$ cat src/rtl/ssb_pkg.sv
package ssb_pkg;
  typedef enum logic [1:0] {
    SSB_PRIME  = 2'd0,
    SSB_STREAM = 2'd1,
    SSB_REFILL = 2'd2
  } ssb_mode_e;
endpackage

$ cat src/rtl/ssb_ring.sv
module ssb_ring #(
  parameter int DATA_W = 16,
  parameter int DEPTH  = 16
) (
  input  logic              clk,
  input  logic              rst_n,
  input  logic              push,
  input  logic              pop,
  input  logic [DATA_W-1:0] push_data,
  output logic [DATA_W-1:0] pop_data,
  output logic [$clog2(DEPTH):0] occ,
  output logic              full,
  output logic              empty
);
  localparam int AW = $clog2(DEPTH);
  localparam logic [AW:0] FULL_OCC = (AW+1)'(DEPTH);

  generate
    if ((DEPTH < 2) || ((DEPTH & (DEPTH - 1)) != 0)) begin : g_bad_depth
      $error("ssb_ring: DEPTH must be a power of two of at least 2");
    end
  endgenerate

  logic [DATA_W-1:0] store [DEPTH];
  logic [AW:0]       wr_ptr;
  logic [AW:0]       rd_ptr;

  always_ff @(posedge clk) begin
    if (push) store[wr_ptr[AW-1:0]] <= push_data;
  end

  always_ff @(posedge clk) begin
    if (!rst_n) begin
      wr_ptr <= '0;
      rd_ptr <= '0;
    end else begin
      if (push) wr_ptr <= wr_ptr + 1'b1;
      if (pop)  rd_ptr <= rd_ptr + 1'b1;
    end
  end

  assign pop_data = store[rd_ptr[AW-1:0]];
  assign occ      = wr_ptr - rd_ptr;
  assign full     = (occ == FULL_OCC);
  assign empty    = (occ == '0);
endmodule

$ cat src/rtl/ssb_ctrl.sv
module ssb_ctrl
  import ssb_pkg::*;
#(
  parameter int DEPTH = 16
) (
  input  logic                   clk,
  input  logic                   rst_n,
  input  logic                   tick,
  input  logic                   wr_req,
  input  logic [$clog2(DEPTH):0] occ,
  input  logic                   full,
  input  logic                   empty,
  output ssb_mode_e              mode,
  output logic                   push,
  output logic                   pop,
  output logic                   ovr_evt,
  output logic                   und_evt
);
  localparam int AW = $clog2(DEPTH);
  localparam logic [AW:0] HALF_OCC = (AW+1)'(DEPTH / 2);

  ssb_mode_e mode_q;
  ssb_mode_e mode_d;
  logic      primed;

  assign primed  = (occ >= HALF_OCC);
  assign pop     = tick && (mode_q == SSB_STREAM) && !empty;
  assign push    = wr_req && (!full || pop);
  assign ovr_evt = wr_req && full && !pop;
  assign und_evt = tick && ((mode_q == SSB_REFILL) ||
                            ((mode_q == SSB_STREAM) && empty));

  always_comb begin
    mode_d = mode_q;
    unique case (mode_q)
      SSB_PRIME:  if (primed) mode_d = SSB_STREAM;
      SSB_STREAM: if (tick && empty) mode_d = SSB_REFILL;
      SSB_REFILL: if (primed) mode_d = SSB_STREAM;
      default:    mode_d = SSB_PRIME;
    endcase
  end

  always_ff @(posedge clk) begin
    if (!rst_n) mode_q <= SSB_PRIME;
    else        mode_q <= mode_d;
  end

  assign mode = mode_q;
endmodule

$ cat src/rtl/ssb_sat_cnt.sv
module ssb_sat_cnt #(
  parameter int W = 8
) (
  input  logic         clk,
  input  logic         rst_n,
  input  logic         inc,
  output logic [W-1:0] cnt
);
  localparam logic [W-1:0] TOP = '1;

  logic [W-1:0] cnt_q;

  always_ff @(posedge clk) begin
    if (!rst_n)                    cnt_q <= '0;
    else if (inc && cnt_q != TOP)  cnt_q <= cnt_q + 1'b1;
  end

  assign cnt = cnt_q;
endmodule

$ cat src/rtl/sample_slip_buffer.sv
module sample_slip_buffer
  import ssb_pkg::*;
#(
  parameter int DATA_W = 16,
  parameter int DEPTH  = 16,
  parameter int CNT_W  = 8
) (
  input  logic              clk,
  input  logic              rst_n,
  input  logic              in_valid,
  output logic              in_ready,
  input  logic [DATA_W-1:0] in_data,
  input  logic              tick,
  output logic              out_valid,
  output logic [DATA_W-1:0] out_data,
  output logic [1:0]        mode,
  output logic [CNT_W-1:0]  ovr_cnt,
  output logic [CNT_W-1:0]  und_cnt
);
  localparam int AW = $clog2(DEPTH);

  logic              rdy_q;
  logic              push;
  logic              pop;
  logic              full;
  logic              empty;
  logic              ovr_evt;
  logic              und_evt;
  logic [AW:0]       occ;
  logic [DATA_W-1:0] pop_data;
  logic              valid_q;
  logic [DATA_W-1:0] data_q;
  ssb_mode_e         mode_s;

  always_ff @(posedge clk) begin
    if (!rst_n) rdy_q <= 1'b0;
    else        rdy_q <= 1'b1;
  end
  assign in_ready = rdy_q && rst_n;

  ssb_ring #(.DATA_W(DATA_W), .DEPTH(DEPTH)) u_ring (
    .clk       (clk),
    .rst_n     (rst_n),
    .push      (push),
    .pop       (pop),
    .push_data (in_data),
    .pop_data  (pop_data),
    .occ       (occ),
    .full      (full),
    .empty     (empty)
  );

  ssb_ctrl #(.DEPTH(DEPTH)) u_ctrl (
    .clk     (clk),
    .rst_n   (rst_n),
    .tick    (tick),
    .wr_req  (in_valid && in_ready),
    .occ     (occ),
    .full    (full),
    .empty   (empty),
    .mode    (mode_s),
    .push    (push),
    .pop     (pop),
    .ovr_evt (ovr_evt),
    .und_evt (und_evt)
  );

  ssb_sat_cnt #(.W(CNT_W)) u_ovr_cnt (
    .clk   (clk),
    .rst_n (rst_n),
    .inc   (ovr_evt),
    .cnt   (ovr_cnt)
  );

  ssb_sat_cnt #(.W(CNT_W)) u_und_cnt (
    .clk   (clk),
    .rst_n (rst_n),
    .inc   (und_evt),
    .cnt   (und_cnt)
  );

  always_ff @(posedge clk) begin
    if (!rst_n) begin
      valid_q <= 1'b0;
      data_q  <= '0;
    end else begin
      valid_q <= tick;
      if (pop) data_q <= pop_data;
    end
  end

  assign out_valid = valid_q;
  assign out_data  = data_q;
  assign mode      = mode_s;
endmodule

$ cat config.mk
export PLATFORM = sky130hd
export DESIGN_NAME = sample_slip_buffer
export DESIGN_NICKNAME = d
export VERILOG_FILES = /design/src/rtl/ssb_pkg.sv /design/src/rtl/ssb_ring.sv /design/src/rtl/ssb_ctrl.sv /design/src/rtl/ssb_sat_cnt.sv /design/src/rtl/sample_slip_buffer.sv
export SDC_FILE = /design/constraint.sdc
export NUM_CORES = 1
export LEC_CHECK = 0
export ABC_CLOCK_PERIOD_IN_PS = 4600
export BUFFER_PORTS_ARGS = -buffer_cell sky130_fd_sc_hd__buf_4
export CORE_MARGIN = 8
export CORE_UTILIZATION = 40
export CTS_CLUSTER_DIAMETER = 80
export DETAILED_ROUTE_END_ITERATION = 8
export SETUP_SLACK_MARGIN = 0.3
export SYNTH_ARGS = -nofsm -noshare
export SYNTH_HDL_FRONTEND = slang
export SYNTH_SLANG_ARGS = --single-unit
$ cat constraint.sdc
create_clock -name clk -period 4.6 [get_ports clk]
set_clock_uncertainty 0.1 [all_clocks]
set_input_delay 0 -clock clk [delete_from_list [all_inputs] [get_ports clk]]
set_output_delay 0 -clock clk [all_outputs]
set_load 0.03 [all_outputs]
# Word-level counts from Yosys, hierarchy flattened
# Memory sizes are Yosys's and may differ from the RTL's. A register that Yosys moved wholly into a read port is not among the register bits.
# Index checks and enable logic that the tools add are counted.
dict set report op_classes {
  n_addsub 5
  n_lt_le_gt_ge 1
  eq_ne 7
  muxes 6
  reduce_logical 22
}
# operator n
set ops {}
lappend ops {{$add A8 B1 Y8 const B} 2}
lappend ops {{$ne A8 B8 Y1 const B} 2}
lappend ops {{$logic_and A1 B1 Y1} 12}
lappend ops {{$add A5 B1 Y5 const B} 2}
lappend ops {{$eq A5 B5 Y1 const B} 1}
lappend ops {{$ge A5 B4 Y1 const B} 1}
lappend ops {{$logic_not A5 Y1} 1}
lappend ops {{$sub A5 B5 Y5} 1}
lappend ops {{$logic_not A1 Y1} 4}
lappend ops {{$mux W2} 2}
lappend ops {{$pmux W2 S2} 1}
lappend ops {{$mux W1} 3}
lappend ops {{$eq A2 B1 Y1 const B} 1}
lappend ops {{$eq A2 B2 Y1 const B} 1}
lappend ops {{$logic_not A2 Y1} 1}
lappend ops {{$logic_or A1 B1 Y1} 2}
lappend ops {{$ne A2 B1 Y1 const B} 1}
lappend ops {{$ne A2 B2 Y1 const B} 1}
lappend ops {{$reduce_and A2 Y1} 1}
lappend ops {{$reduce_or A2 Y1} 1}
dict set report totals {
  regBits 30
  mem_bits_rw 256
  output_inout_bits 36
  word_cells 49
  mem_count 1
}
# name words word_bits read_ports rd_clocked_by_memory_dff write_ports line_no
set mem_list {}
lappend mem_list {u_ring.store 16 16 1 1 1 ssb_ring.sv:24} ;# logic [DATA_W-1:0] store [DEPTH];

# Logic depth before layout (Yosys ltp)
dict set report logic_depth {
  ltp_word 8
  mapped_depth 12
}

# Modules after synthesis
# From an unflattened synthesis, not the netlist that was laid out.
dict set report unflattened {
  hier_cells 659
  area_unflattened_um2 12129.1
}
# mod instances cells_each area_per_inst_um2 seq_area_each_um2
set by_module_without_submodules {}
lappend by_module_without_submodules {ssb_ring 1 494 10510.1 7967.6}
lappend by_module_without_submodules {ssb_sat_cnt 2 47 404.1 160.2}
lappend by_module_without_submodules {sample_slip_buffer 1 56 674.4 360.3}
lappend by_module_without_submodules {ssb_ctrl 1 15 136.4 40.0}

# Worst setup path after synthesis
# Ideal clock, no wire load.
dict set report synth_timing {
  kind {reg2reg}
  startpoint {reg u_ring.rd_ptr[1]}
  endpoint {mem u_ring.store[3][0], enable pin}
  setup_time_ns 0.409
  arrival_ns 3.263
  required_time_ns 4.091
  path_slack_ns 0.828
  stages_incl_launch_ff 10
  n_path_buf 2
  period_less_slack_ns 3.772
  path_cell_list {dfxtp_1 -> buf_1 -> buf_2 -> inv_1 -> ha_1 -> or2_2 -> o2111ai_1 -> o31ai_2 -> a211o_1 -> nor3_1}
}
dict set report synth_via {
  elab_chain_len 8
}
# item line_no
set synth_lines {}
lappend synth_lines {{start, declared} ssb_ring.sv:26} ;# logic [AW:0] rd_ptr;
lappend synth_lines {{start signal, assigned} ssb_ring.sv:38} ;# if (pop) rd_ptr <= rd_ptr + 1'b1;
lappend synth_lines {{$sub A5 B5 Y5 (*)} ssb_ring.sv:43} ;# assign occ = wr_ptr - rd_ptr;
lappend synth_lines {{$logic_not A5 Y1} ssb_ring.sv:45} ;# assign empty = (occ == '0);
lappend synth_lines {{$logic_not A1 Y1} ssb_ctrl.sv:27} ;# assign pop = tick && (mode_q == SSB_STREAM) && !empty;
lappend synth_lines {{$logic_and A1 B1 Y1} ssb_ctrl.sv:27}
lappend synth_lines {{$logic_or A1 B1 Y1 (*)} ssb_ctrl.sv:28} ;# assign push = wr_req && (!full || pop);
lappend synth_lines {{$logic_and A1 B1 Y1 (*)} ssb_ctrl.sv:28}
lappend synth_lines {{$mux W1 (*)} ssb_ring.sv:29} ;# if (push) store[wr_ptr[AW-1:0]] <= push_data;
lappend synth_lines {{$mux W1 (implied by the code) (*)} ssb_ring.sv:29}
lappend synth_lines {{end, declared} ssb_ring.sv:24}
# Every way passes the cells marked *; elsewhere a longest branch is shown, timed or not.

# Worst setup path in the final report
dict set report layout_timing {
  startpoint {reg u_ring.rd_ptr[2]}
  endpoint {mem u_ring.store[15][14], enable pin}
}
# Same word-level chain as after synthesis.

==> flow_summary_export.csv <==
group,metric,value,unit
clock_network,hold_buffers,20,
clock_network,cts_setup_buffers,0,
synthesis,syn_inst,660,
power_and_ir_drop,p_leak,4.615,nW
status,status,"finished clean",
critical_path,critPathBufInv,1,
global_route,overflow,0,
final_layout,synthToLayoutAreaGrowth,18.10,%
critical_path,worst_path_max_delay_cell,"and3_1",
floorplan,ioPinCount,56,
synthesis,synth_top_area_cell,"edfxtp_1",
synthesis,yosysWarningCount,0,
final_layout,drive_gt1_share,24.29,%
clock_network,clockBufferDepth,3,
synthesis,yosys-top-cells-area,"edfxtp_1 65%, mux4_2 12%, dfxtp_1 7.7%",
timing,rsz0062_at_grt,"false",
clock_network,cts_tree,"yes",
min_path,hold_path_class,"in2reg",
global_route,grt_pass1_wl,41.58,mm
clock_network,clk_latency,560,ps
critical_path,worstSetupEndpointType,"flop",
synthesis,ys_ff_latch,302,
timing,fin_setup_tns,0,ps
clock_network,cts_max_level,1,
synthesis,syn_nets,691,
power_and_ir_drop,ir_worst_vdd,0.2791,mV
floorplan,die_w,188.6,um
synthesis,synth-edff-count,256,
synthesis,seq_area_frac_synth,72.27,%
final_layout,nets,780,
clock_network,path_clk_slew,60,ps
timing,fin_hold_ws,211.8,ps
floorplan,dieArea,35560,sq um
global_route,grt_start_max_net_pins,68,
clock_network,cts_resized,0,
critical_path,cp.required,4670,ps
placement,port_buffers,55,
drt,via_per_inst,5.467,
floorplan,start_util,40.40,%
floorplan,rows,63,
synthesis,synth_area_per_cell,18.05,sq um
synthesis,ys.flop_type,"edfxtp_1",
timing,finalCritPeriodShare,76.29,%
drt,drtAntennaViolNets,0,
timing,hold_viol,0,
clock_network,clock_sinks,302,
timing,setup_viol,0,
drt,drtIter0Drc,465,
power_and_ir_drop,cellPowerDensity,413.1,nW/um^2
timing,relSlewSlack,24.07,%
timing,finalMaxSlewViolations,0,
critical_path,cp-start-kind,"flop",
timing,fmax,285.0,MHz
placement,place_congestion,0.8174,
clock_network,cts_inserted_buffers,31,
critical_path,cp_max_fo,18,
placement,hpwl,18.00,mm
global_route,grt_pass1_vias,6654,
critical_path,arrival,3580,ps
floorplan,core-area,29480,sq um
timing,worst_slew_pin_slew,1136,ps
drt,wl_per_cell,23.84,um
critical_path,critPathKind,"reg2reg",
synthesis,yosys.cell_types.count,46,
critical_path,path_cells,"inv_1, ha_1, or2_2, o2111ai_1, o31ai_2, a21oi_2, and3_1",
final_layout,antenna_cells,0,
synthesis,netlist_area,11910,sq um
run,cap_violations,0,
floorplan,dieHeight,188.6,um
critical_path,crit_path_max_incr_delay,880,ps
global_route,antenna_found_initial,0,
drt,num_vias,6364,
global_route,grt_usage,15.46,%
synthesis,yosys.area.top_type_share,64.54,%
drt,drt-pass1-iter-count,7,
synthesis,async_flop_share,0,%
drt,remaining_drc_errors,0,
drt,routed_wl,27.75,mm
timing,finalCriticalPeriod,3509,ps
critical_path,path_delay_family,"simple AND/OR/NAND/NOR gates",
clock_network,clock-root-buffer,"clkbuf_16",
==> logic make-up (layout without fill, tap and decap cells) <==
kind of cell,Yosys count,in the layout,share of synthesized area (%)
compound gates,59,59,3.687
xor+xnor,11,11,0.8719
fa+ha+maj,11,11,1.155
buf+inv,39,153,1.512
flops,302,302,72.27
mux,94,94,14.62
simple gates,144,144,5.882
==> synth_stat cells (7+ instances only) <==
cell type    n
a22oi_1     32
inv_1       12
nand3_1     10
xnor2_1      7
and3_1      15
ha_1        11
mux2i_1     30
nand2b_1     9
edfxtp_1   256
dfxtp_1     46
clkbuf_1    14
mux4_2      64
nand2_1     41
buf_2        8
nor2_1      39
==> routing by layer <==
layer  track usage, %  vias to the layer above  wire [um]
li1                 -                     2818          -
met1            20.36                     3280      11900
met2            25.93                      211      13580
met3            2.403                       55       1377
met4            5.021                        0        887
met5                0                        -          0
==> cell type report <==
cell class / count / area, sq um
inverter: 12 / 45.04
tap: 390 / 488.0
fill: 2479 / 15410
timing repair buffer: 83 / 673.1
sequential: 302 / 8613
clock buffer: 36 / 794.5
multi-input combinational: 319 / 3138
clock inverter: 22 / 315.3
==> cell usage in the layout, fill, tap and decap left out, types with 4 or more instances in the layout <==
master	count
dfxtp_1	44
or4_1	4
nor2b_1	4
dlygate4sd3_1	20
mux2i_1	30
nand2_1	41
ha_1	11
bufinv_16	8
nor3_1	5
nand3_1	10
nand2b_1	9
clkbuf_16	31
buf_4	63
a22oi_1	32
clkbuf_1	5
nor2_1	39
mux4_2	64
xnor2_1	7
nand4_1	4
o21ai_0	4
inv_1	12
clkinv_1	7
edfxtp_1	256
a21oi_1	5
o31ai_1	4
clkinvlp_4	4
and3_1	15
==> registers in the layout, indices dropped and copies added (netlist names) <==
signal	count
u_ring.wr_ptr	5
u_ring.rd_ptr	5
u_ovr_cnt.cnt	8
u_und_cnt.cnt	8
out_valid	1
rdy_q	1
u_ctrl.mode	2
out_data	16
u_ring.store	256
==> through the flow <==
step           instances  cell area (sq um)  utilization (%)  total power, mW  setup WS, ps
2_1_floorplan        660              11910                -            3.080         828.2
3_3_place_gp        1086              12760            43.27            3.154          1214
3_5_place_dp        1086              12760            43.27            3.158          1098
4_1_cts             1164              14070            47.72            5.866          1079
5_1_grt             1164              14070            47.72            5.979         866.9
6_report            1164              14070            47.72            5.811          1091
==> report_power, final <==
part | internal (mW) | switching [mW]
logic | 0.0433 | 0.0900
clock network | 1.68 | 1.02
registers | 2.97 | 0.00469
==> worst register-to-register path, stage by stage (launching register included) <==
cell and delay (ps):
dfxtp_1 410, inv_1 100, ha_1 250, or2_2 320, o2111ai_1 220, o31ai_2 160
a21oi_2 680, and3_1 880
==> path summary, 6_finish.rpt <==
path                          end              from  slack (ps)  depth (start not counted)
max          u_ring.store[15][14]  u_ring.rd_ptr[2]        1090                          7
max reg2reg  u_ring.store[15][14]  u_ring.rd_ptr[2]        1090                          7
min reg2reg          out_data[12]      out_data[12]         390                          2
min                         rdy_q             rst_n         210                          2
(Power assumes the default switching activity.)
